## src/rtl/slk_pkg.sv

```systemverilog
package slk_pkg;

    typedef enum logic [1:0] {
        LK_LOCKED = 2'd0,
        LK_OPEN   = 2'd1,
        LK_BARRED = 2'd2
    } lk_state_e;

endpackage

```

## src/rtl/slk_id_src.sv

```systemverilog
module slk_id_src #(
    parameter int          ID_W    = 32,
    parameter logic [ID_W-1:0] CHIP_ID = 32'h5EC0_1D42
) (
    input  logic            clk,
    input  logic            rst_n,
    output logic [ID_W-1:0] id_value
);
    // Behavioural stand-in for the identifier source: a register that
    // loads the parameter value at reset and then holds it.
    always_ff @(posedge clk or negedge rst_n) begin
        if (!rst_n) id_value <= CHIP_ID;
        else        id_value <= id_value;
    end

    AST_ID_STEADY: assert property (@(posedge clk) disable iff (!rst_n)
        id_value == CHIP_ID);
endmodule

```

## src/rtl/slk_seq_fsm.sv

```systemverilog
module slk_seq_fsm
    import slk_pkg::*;
#(
    parameter int WORD_W    = 16,
    parameter int KEY_LEN   = 4,
    parameter int MAX_FAILS = 8,
    parameter logic [KEY_LEN*WORD_W-1:0] KEY_SEQ = 64'hD00D_5A17_0BEE_C3A5
) (
    input  logic              clk,
    input  logic              rst_n,
    input  logic [WORD_W-1:0] in_word,
    input  logic              in_valid,
    output logic              is_locked,
    output logic              is_open,
    output logic              is_barred
);
    localparam int STEP_W = (KEY_LEN > 1) ? $clog2(KEY_LEN) : 1;
    localparam int FAIL_W = $clog2(MAX_FAILS + 1);
    localparam logic [STEP_W-1:0] LAST_STEP  = STEP_W'(KEY_LEN - 1);
    localparam logic [FAIL_W-1:0] FAIL_LIMIT = FAIL_W'(MAX_FAILS - 1);
    localparam logic [WORD_W-1:0] FIRST_WORD = KEY_SEQ[WORD_W-1:0];

    lk_state_e         state, state_n;
    logic [STEP_W-1:0] step, step_n;
    logic [FAIL_W-1:0] fails, fails_n;
    logic [WORD_W-1:0] want_word;

    assign want_word = KEY_SEQ[int'(step)*WORD_W +: WORD_W];

    // State register
    always_ff @(posedge clk or negedge rst_n) begin
        if (!rst_n) begin
            state <= LK_LOCKED;
            step  <= '0;
            fails <= '0;
        end else begin
            state <= state_n;
            step  <= step_n;
            fails <= fails_n;
        end
    end

    // Transitions
    always_comb begin
        state_n = state;
        step_n  = step;
        fails_n = fails;
        unique case (state)
            LK_LOCKED: begin
                if (in_valid) begin
                    if (in_word == want_word) begin
                        if (step == LAST_STEP) begin      // RELEASE
                            state_n = LK_OPEN;
                            step_n  = '0;
                        end else begin                    // ADVANCE
                            step_n = step + STEP_W'(1);
                        end
                    end else begin
                        fails_n = fails + FAIL_W'(1);
                        if (fails == FAIL_LIMIT) begin    // BAR
                            state_n = LK_BARRED;
                            step_n  = '0;
                        end else if (in_word == FIRST_WORD && KEY_LEN > 1) begin
                            step_n = STEP_W'(1);          // RESTART at 1
                        end else begin
                            step_n = '0;                  // RESTART at 0
                        end
                    end
                end
            end
            LK_OPEN:   state_n = LK_OPEN;
            LK_BARRED: state_n = LK_BARRED;
            default:   state_n = LK_LOCKED;
        endcase
    end

    // Outputs
    always_comb begin
        is_locked = 1'b0;
        is_open   = 1'b0;
        is_barred = 1'b0;
        unique case (state)
            LK_OPEN:   is_open   = 1'b1;
            LK_BARRED: is_barred = 1'b1;
            default:   is_locked = 1'b1;
        endcase
    end

    AST_ONE_STATUS: assert property (@(posedge clk) disable iff (!rst_n)
        $countones({is_locked, is_open, is_barred}) == 1);
    AST_RESET_LOCKS: assert property (@(posedge clk)
        $rose(rst_n) |-> (state == LK_LOCKED && step == '0 && fails == '0));
    AST_OPEN_HOLDS: assert property (@(posedge clk) disable iff (!rst_n)
        is_open |=> is_open);
    AST_BARRED_HOLDS: assert property (@(posedge clk) disable iff (!rst_n)
        is_barred |=> is_barred);
    AST_FAIL_BOUND: assert property (@(posedge clk) disable iff (!rst_n)
        is_locked |-> fails < FAIL_W'(MAX_FAILS));
    AST_IDLE_HOLD: assert property (@(posedge clk) disable iff (!rst_n)
        (is_locked && !in_valid) |=> ($stable(step) && $stable(fails)));
    AST_OPEN_NEEDS_LAST: assert property (@(posedge clk) disable iff (!rst_n)
        $rose(is_open) |-> ($past(in_valid) && $past(step) == LAST_STEP
                            && $past(in_word) == KEY_SEQ[KEY_LEN*WORD_W-1 -: WORD_W]));
endmodule

```

## src/rtl/slk_out_gate.sv

```systemverilog
module slk_out_gate #(
    parameter int              CORE_W     = 8,
    parameter logic [CORE_W-1:0] SAFE_VALUE = '0
) (
    input  logic              open_i,
    input  logic [CORE_W-1:0] raw_i,
    output logic [CORE_W-1:0] gated_o,
    output logic              en_o
);
    always_comb begin
        en_o    = open_i;
        gated_o = open_i ? raw_i : SAFE_VALUE;
    end
endmodule

```

## src/rtl/seq_unlock_ctrl.sv

```systemverilog
module seq_unlock_ctrl #(
    parameter int WORD_W    = 16,
    parameter int KEY_LEN   = 4,
    parameter int MAX_FAILS = 8,
    parameter int ID_W      = 32,
    parameter int CORE_W    = 8,
    parameter logic [KEY_LEN*WORD_W-1:0] KEY_SEQ    = 64'hD00D_5A17_0BEE_C3A5,
    parameter logic [ID_W-1:0]           CHIP_ID    = 32'h5EC0_1D42,
    parameter logic [CORE_W-1:0]         SAFE_VALUE = '0
) (
    input  logic              clk,
    input  logic              rst_n,
    input  logic [WORD_W-1:0] in_word,
    input  logic              in_valid,
    input  logic [CORE_W-1:0] core_raw,
    output logic [CORE_W-1:0] core_out,
    output logic              core_en,
    output logic [ID_W-1:0]   chip_id,
    output logic              st_locked,
    output logic              st_unlocked,
    output logic              st_lockout
);
    slk_id_src #(.ID_W(ID_W), .CHIP_ID(CHIP_ID)) u_id (
        .clk      (clk),
        .rst_n    (rst_n),
        .id_value (chip_id)
    );

    slk_seq_fsm #(
        .WORD_W(WORD_W), .KEY_LEN(KEY_LEN),
        .MAX_FAILS(MAX_FAILS), .KEY_SEQ(KEY_SEQ)
    ) u_fsm (
        .clk       (clk),
        .rst_n     (rst_n),
        .in_word   (in_word),
        .in_valid  (in_valid),
        .is_locked (st_locked),
        .is_open   (st_unlocked),
        .is_barred (st_lockout)
    );

    slk_out_gate #(.CORE_W(CORE_W), .SAFE_VALUE(SAFE_VALUE)) u_gate (
        .open_i  (st_unlocked),
        .raw_i   (core_raw),
        .gated_o (core_out),
        .en_o    (core_en)
    );

    AST_SHUT_WHEN_LOCKED: assert property (@(posedge clk) disable iff (!rst_n)
        (st_locked || st_lockout) |-> (core_out == SAFE_VALUE && !core_en));
    AST_PASS_WHEN_OPEN: assert property (@(posedge clk) disable iff (!rst_n)
        st_unlocked |-> (core_out == core_raw && core_en));
endmodule

```

## config.mk

```make
export PLATFORM = sky130hd
export DESIGN_NAME = seq_unlock_ctrl
export DESIGN_NICKNAME = d
export VERILOG_FILES = /design/src/rtl/slk_pkg.sv /design/src/rtl/slk_id_src.sv /design/src/rtl/slk_seq_fsm.sv /design/src/rtl/slk_out_gate.sv /design/src/rtl/seq_unlock_ctrl.sv
export SDC_FILE = /design/constraint.sdc
export NUM_CORES = 1
export LEC_CHECK = 0
export CAP_MARGIN = 20
export CORE_MARGIN = 2
export CORE_UTILIZATION = 38
export DETAILED_ROUTE_END_ITERATION = 6
export PLACE_DENSITY = 0.95
export SYNTH_ARGS = -nofsm -noshare
export SYNTH_HDL_FRONTEND = slang
export SYNTH_SLANG_ARGS = --single-unit
```

## constraint.sdc

```tcl
create_clock -name clk -period 3.29 [get_ports clk]
set_input_delay 0.658 -clock clk [delete_from_list [all_inputs] [get_ports clk]]
set_output_delay 0.658 -clock clk [all_outputs]
set_load 0.005 [all_outputs]
```

; ---- Word-level counts from Yosys, hierarchy flattened
; Index checks and enable logic that the tools add are counted.
[word_totals]
wordCells = 34
register_bits = 8
inputBits = 27
romBits = 0
latchBits = 0
output_inout_bits = 44
memories = 0
ram_bits = 0
[op_classes]
muxes = 13
addsub = 2
n_reduce_logical = 5
eq_ne = 9
magnitude_cmp = 0
n_div = 0
mul = 0
bitwise_logic = 1
shifts = 1
[ops]
columns = op, count
row1 = "indexed part select 64 x 7 -> 16 bit, first input constant", 1
row2 = == test 16 bit, 1
row3 = "== test 16 bit, second input constant", 1
row4 = two-way mux 2 bit, 7
row5 = two-way mux 8 bit, 1
row6 = case mux 2 bit (3 select lines), 1
row7 = AND reduction 3 bit, 2
row8 = "adder 4 x 1 -> 4 bit, second input constant", 1
row9 = "== test 2 bit, second input constant", 2
row10 = "== test 4 x 3 -> 1 bit, second input constant", 1
row11 = two-way mux 1 bit, 4
row12 = "!= test 3 x 1 -> 1 bit, second input constant", 1
row13 = "!= test 3 bit, second input constant", 1
row14 = "adder 2 x 1 -> 2 bit, second input constant", 1
row15 = "== test 2 x 1 -> 1 bit, second input constant", 1
row16 = logical NOT 2 bit, 1
row17 = "!= test 2 bit, second input constant", 1
row18 = AND reduction 2 bit, 1
row19 = OR reduction 2 bit, 1
row20 = NOT 1 bit, 1

; ---- Logic depth before layout (Yosys ltp)
[depth]
word_depth = 5
mapped_depth = 7
ltp_nobuf = 7

; ---- Cells and area by module
; A second synthesis with hierarchy kept.
[unflattened]
cells_unflattened = 107
hier_area_um2 = 977.2
[modules_own_cells]
columns = mod, area_each_um2, n_inst, seq_area_each_um2, cells_each
row1 = slk_seq_fsm, 671.9, 1, 200.2, 64
row2 = slk_id_src, 247.7, 1, 0.0, 34
row3 = slk_out_gate, 57.6, 1, 0.0, 9

; ---- Worst setup path after synthesis
; Ideal clock, no wire load.
[synth_path]
path_kind = register to register
start = register u_fsm.step[0]
end = register u_fsm.state[0]
period_less_slack_ns = 2.233
path_slack_ns = 1.057
t_arrival_ns = 2.122
path_stages_with_launch = 8
path_buffers = 0
required_time_ns = 3.179
setup_ns = 0.111
path_cell_list = dfrtp_1 -> inv_1 -> ha_1 -> nor4bb_1 -> o22ai_1 -> nor4b_4 -> a31oi_1 -> a2111oi_2
[synth_between]
elab_chain_len = 5
word_cells_on_any_way = 9
cone_classes = 4 x eq/ne / 1 x shift / 3 x mux / 1 x reduce/logical
[synth_lines]
columns = item, line
row1 = "start, declared", slk_seq_fsm.sv:24  ; logic [STEP_W-1:0] step, step_n;
row2 = "start signal, assigned", slk_seq_fsm.sv:38  ; step <= step_n;
row3 = indexed part select 64 x 7 -> 16 bit, slk_seq_fsm.sv:28  ; assign want_word = KEY_SEQ[int'(step)*WORD_W +: WORD_W];
row4 = == test 16 bit, slk_seq_fsm.sv:51  ; if (in_word == want_word) begin
row5 = two-way mux 2 bit, slk_seq_fsm.sv:51
row6 = two-way mux 2 bit, slk_seq_fsm.sv:50  ; if (in_valid) begin
row7 = case mux 2 bit (3 select lines), slk_seq_fsm.sv:48  ; unique case (state)
row8 = "end signal, assigned", slk_seq_fsm.sv:37  ; state <= state_n;
row9 = "end, declared", slk_seq_fsm.sv:23  ; lk_state_e state, state_n;
; Parallel ways exist; a longest one is shown, timed or not. The select of a mux whose other input is x is not followed.
; A chain may end at the register's enable or synchronous reset.

; ---- Worst setup path after layout
[layout_path]
start = input port in_word[2]
end = register u_fsm.state[0]
[layout_between]
elab_chain_len = 4
word_cells_on_any_way = 7
cone_classes = 3 x eq/ne / 3 x mux / 1 x reduce/logical
[layout_lines]
columns = item, line
row1 = "start, declared", seq_unlock_ctrl.sv:13  ; input logic [WORD_W-1:0] in_word,
row2 = == test 16 bit *, slk_seq_fsm.sv:51
row3 = two-way mux 2 bit, slk_seq_fsm.sv:51
row4 = two-way mux 2 bit, slk_seq_fsm.sv:50
row5 = case mux 2 bit (3 select lines), slk_seq_fsm.sv:48
; Mark *: on every way between the ends. The rest lies on a longest branch, timed or not. The select of a mux whose other input is x is not followed.

==> key figures <==
STA
  • Period minus WS final: between 2 and 3 ns
  • Slew margin rel.: 0.616
  • Final setup TNS: 0 ns
  • Slew of the pin with the lowest slew margin: 0.573 ns
  • Final setup viols: 0
  • Clock Skew: 0.0105 ns
  • Final hold violations: 0
  • Pins Over Slew Limit: 0
  • F_max: 0.388 GHz
  • RSZ-0062 raised after global routing: false
  • Crit share post-route: 0.783

Synth
  • Mapped cell area: between 1000 and 1500 µm²
  • Post-synthesis sequential area ratio: 0.200
  • Post-synthesis cell type count: 33
  • Synth Flop Type: dfrtp_1
  • Synth Warn #: 0
  • Number of synthesized flops with an enable pin: 0
  • Cells after Synth: between 100 and 150
  • Mean Syn Cell Area: 8.48 µm²
  • Register bit total from synthesis: 8
  • Async SR Flop Fraction: 1.00

Worst setup path
  • Critical path type: input pin to flop
  • Critical path startpoint category: input pin
  • CP Max Fanout: 10
  • Worst endpoint required time: 3.44 ns
  • Critical Path End Type: flop
  • R2R depth: 7
  • CP arrival: 2.72 ns

Final layout
  • Most frequent cells in the layout: clkdlybuf4s50_1, conb_1, nand2_1
  • Share of post-route cells with drive strength above 1: 0.0452
  • ANT cells: 0
  • Layout area overhead: 30.1%
  • Final core occ: 0.526
  • Final-stage net count: 192
  • Most common cell after layout, fill and taps aside: clkdlybuf4s50_1

Clock tree
  • Clock Tree Root: clkbuf_4
  • Setup bufs post-CTS: 0
  • Total CTS buffers: 3
  • Clock sinks: 8
  • Post-CTS sizing: 0
  • H-tree depth: 1
  • Clock Latency Late Sink: approximately 0.25 ns
  • CTS Buffer Depth: 2
  • Clock slew at the register clock pins of the worst setup and hold paths: 0.06 ns
  • # hold bufs at CTS: 0
  • CTS tree: built

Detailed routing
  • Drt total wl: 1830 µm
  • Detail Route Antenna Nets: 0
  • DR vias/cell: around 4.5
  • Remaining DRCs: 0
  • DR iter-0 viols: 5
  • Per-cell routed wire length: 9.90 µm
  • Vias: 827
  • Pre-antenna DRT Iters: 2

Global route
  • Antenna violations before repair: 0
  • Gr ovfl total: 0
  • Gr usage total: 0.123
  • Largest net degree at the start of global routing: 11
  • Vias in the first global route: 725
  • First-pass GRT wire length: just over 3000 µm

Worst hold path
  • Worst hold path stage count: 1
  • HP Class: flop to flop

Place
  • IO Port Bufs: 38
  • Dpl hpwl: ~1600 µm
  • Gpl congestion: 0.787

Power and ir drop
  • Total power: 0.225 mW
  • Leakage power: 0.610 nW
  • Maximum VDD drop: 0.133 mV
  • PD cells: about 170 nW/µm²

Die
  • Die width: 55.3 µm
  • Die ar.: 3060 µm²
  • Area of the core: 2480 µm²
  • Die Y: 55.3 µm
  • Rows: 18
  • I/O Pins: just over 70
  • Starting density of the core: 0.404

Outcome
  • Status: finished clean

Job
  • Max-Cap Viols: 0
==> registers in the layout (all words and copies together), names as in the netlist <==
name / cells
u_fsm.fails: 4
u_fsm.state: 2
u_fsm.step: 2
==> worst max-delay path: stages <==
cell and delay (ns):
clkdlybuf4s50_1 0.44, or3b_1 0.38, a211oi_2 0.17, nor4b_4 0.52, a31oi_1 0.19, a2111oi_2 0.35
==> final timing paths <==
path | start | end | slack, ns
worst max-delay path | in_word[2] | u_fsm.state[0]$_DFFE_PN0P_ | 0.71
worst min-delay path | u_fsm.fails[2]$_DFFE_PN0P_ | u_fsm.fails[2]$_DFFE_PN0P_ | 0.49
worst max register to register | u_fsm.step[0]$_DFFE_PN0P_ | u_fsm.state[0]$_DFFE_PN0P_ | 0.82
worst min register to register | u_fsm.fails[2]$_DFFE_PN0P_ | u_fsm.fails[2]$_DFFE_PN0P_ | 0.49
max in group asynchronous | rst_n | u_fsm.step[0]$_DFFE_PN0P_ | 2.35
min in group asynchronous | rst_n | u_fsm.state[1]$_DFFE_PN0P_ | 0.68
==> synth_stat cells (all sizes together), types with 2 or more instances <==
cell type / instances / area (µm²)
o21ai: 2 / 10.0
ha: 8 / 100
nand2b: 2 / 12.5
buf: 34 / 251
conb: 2 / 7.51
nor2: 8 / 30.0
dfrtp: 8 / 200
nor3b: 2 / 15.0
inv: 5 / 18.8
nand2: 9 / 33.8
xor2: 5 / 43.8
nor4bb: 5 / 50.1
and2: 9 / 56.3
nand4: 2 / 12.5
==> logic make-up (layout without fill, tap and decap cells) <==
family,after synthesis,after routing,synth area share
AO/OA/AOI/OAI,8,8,0.0637
XOR/XNOR,6,6,0.0525
adder cells (fa/ha/maj),8,8,0.100
buffers and inverters,39,46,0.270
flip-flops,8,8,0.200
multiplexers,2,2,0.0212
other,2,32,0.00750
AND/OR/NAND/NOR,45,45,0.285
==> power breakdown <==
group,internal [mW],switching [mW]
clock,0.0416,0.0313
combinational,0.0321,0.0212
sequential,0.0985,0
==> metrics by stage <==
step / area [µm²] / worst slack (ns) / cells / hold WS (ns)
global route: 1300 / 0.543 / 185 / 0.504
global placement: 1280 / 0.528 / 182 / 0.456
detailed placement: 1280 / 0.428 / 182 / 0.481
CTS: 1300 / 0.683 / 185 / 0.488
floorplan: 1110 / 1.06 / 148 / 0.362
finish: 1300 / 0.713 / 185 / 0.493
==> area by class of cell <==
cell class                 instances  area (µm²)
clock buffer                       3        22.5
timing repair buffer              38         380
tap                               30        37.5
fill                             236        1170
inverter                           5        18.8
multi-input combinational        101         643
sequential                         8         200
==> per-layer routing <==
layer / global-route usage / vias to the layer above / share of wire
met5: 0 / - / 0
met1: 0.141 / 370 / 0.38
met4: 0.0488 / 0 / 0.010
met3: 0.0398 / 2 / 0.11
li1: - / 405 / -
met2: 0.209 / 50 / 0.49
No activity file was read; power rests on OpenSTA's default activity.
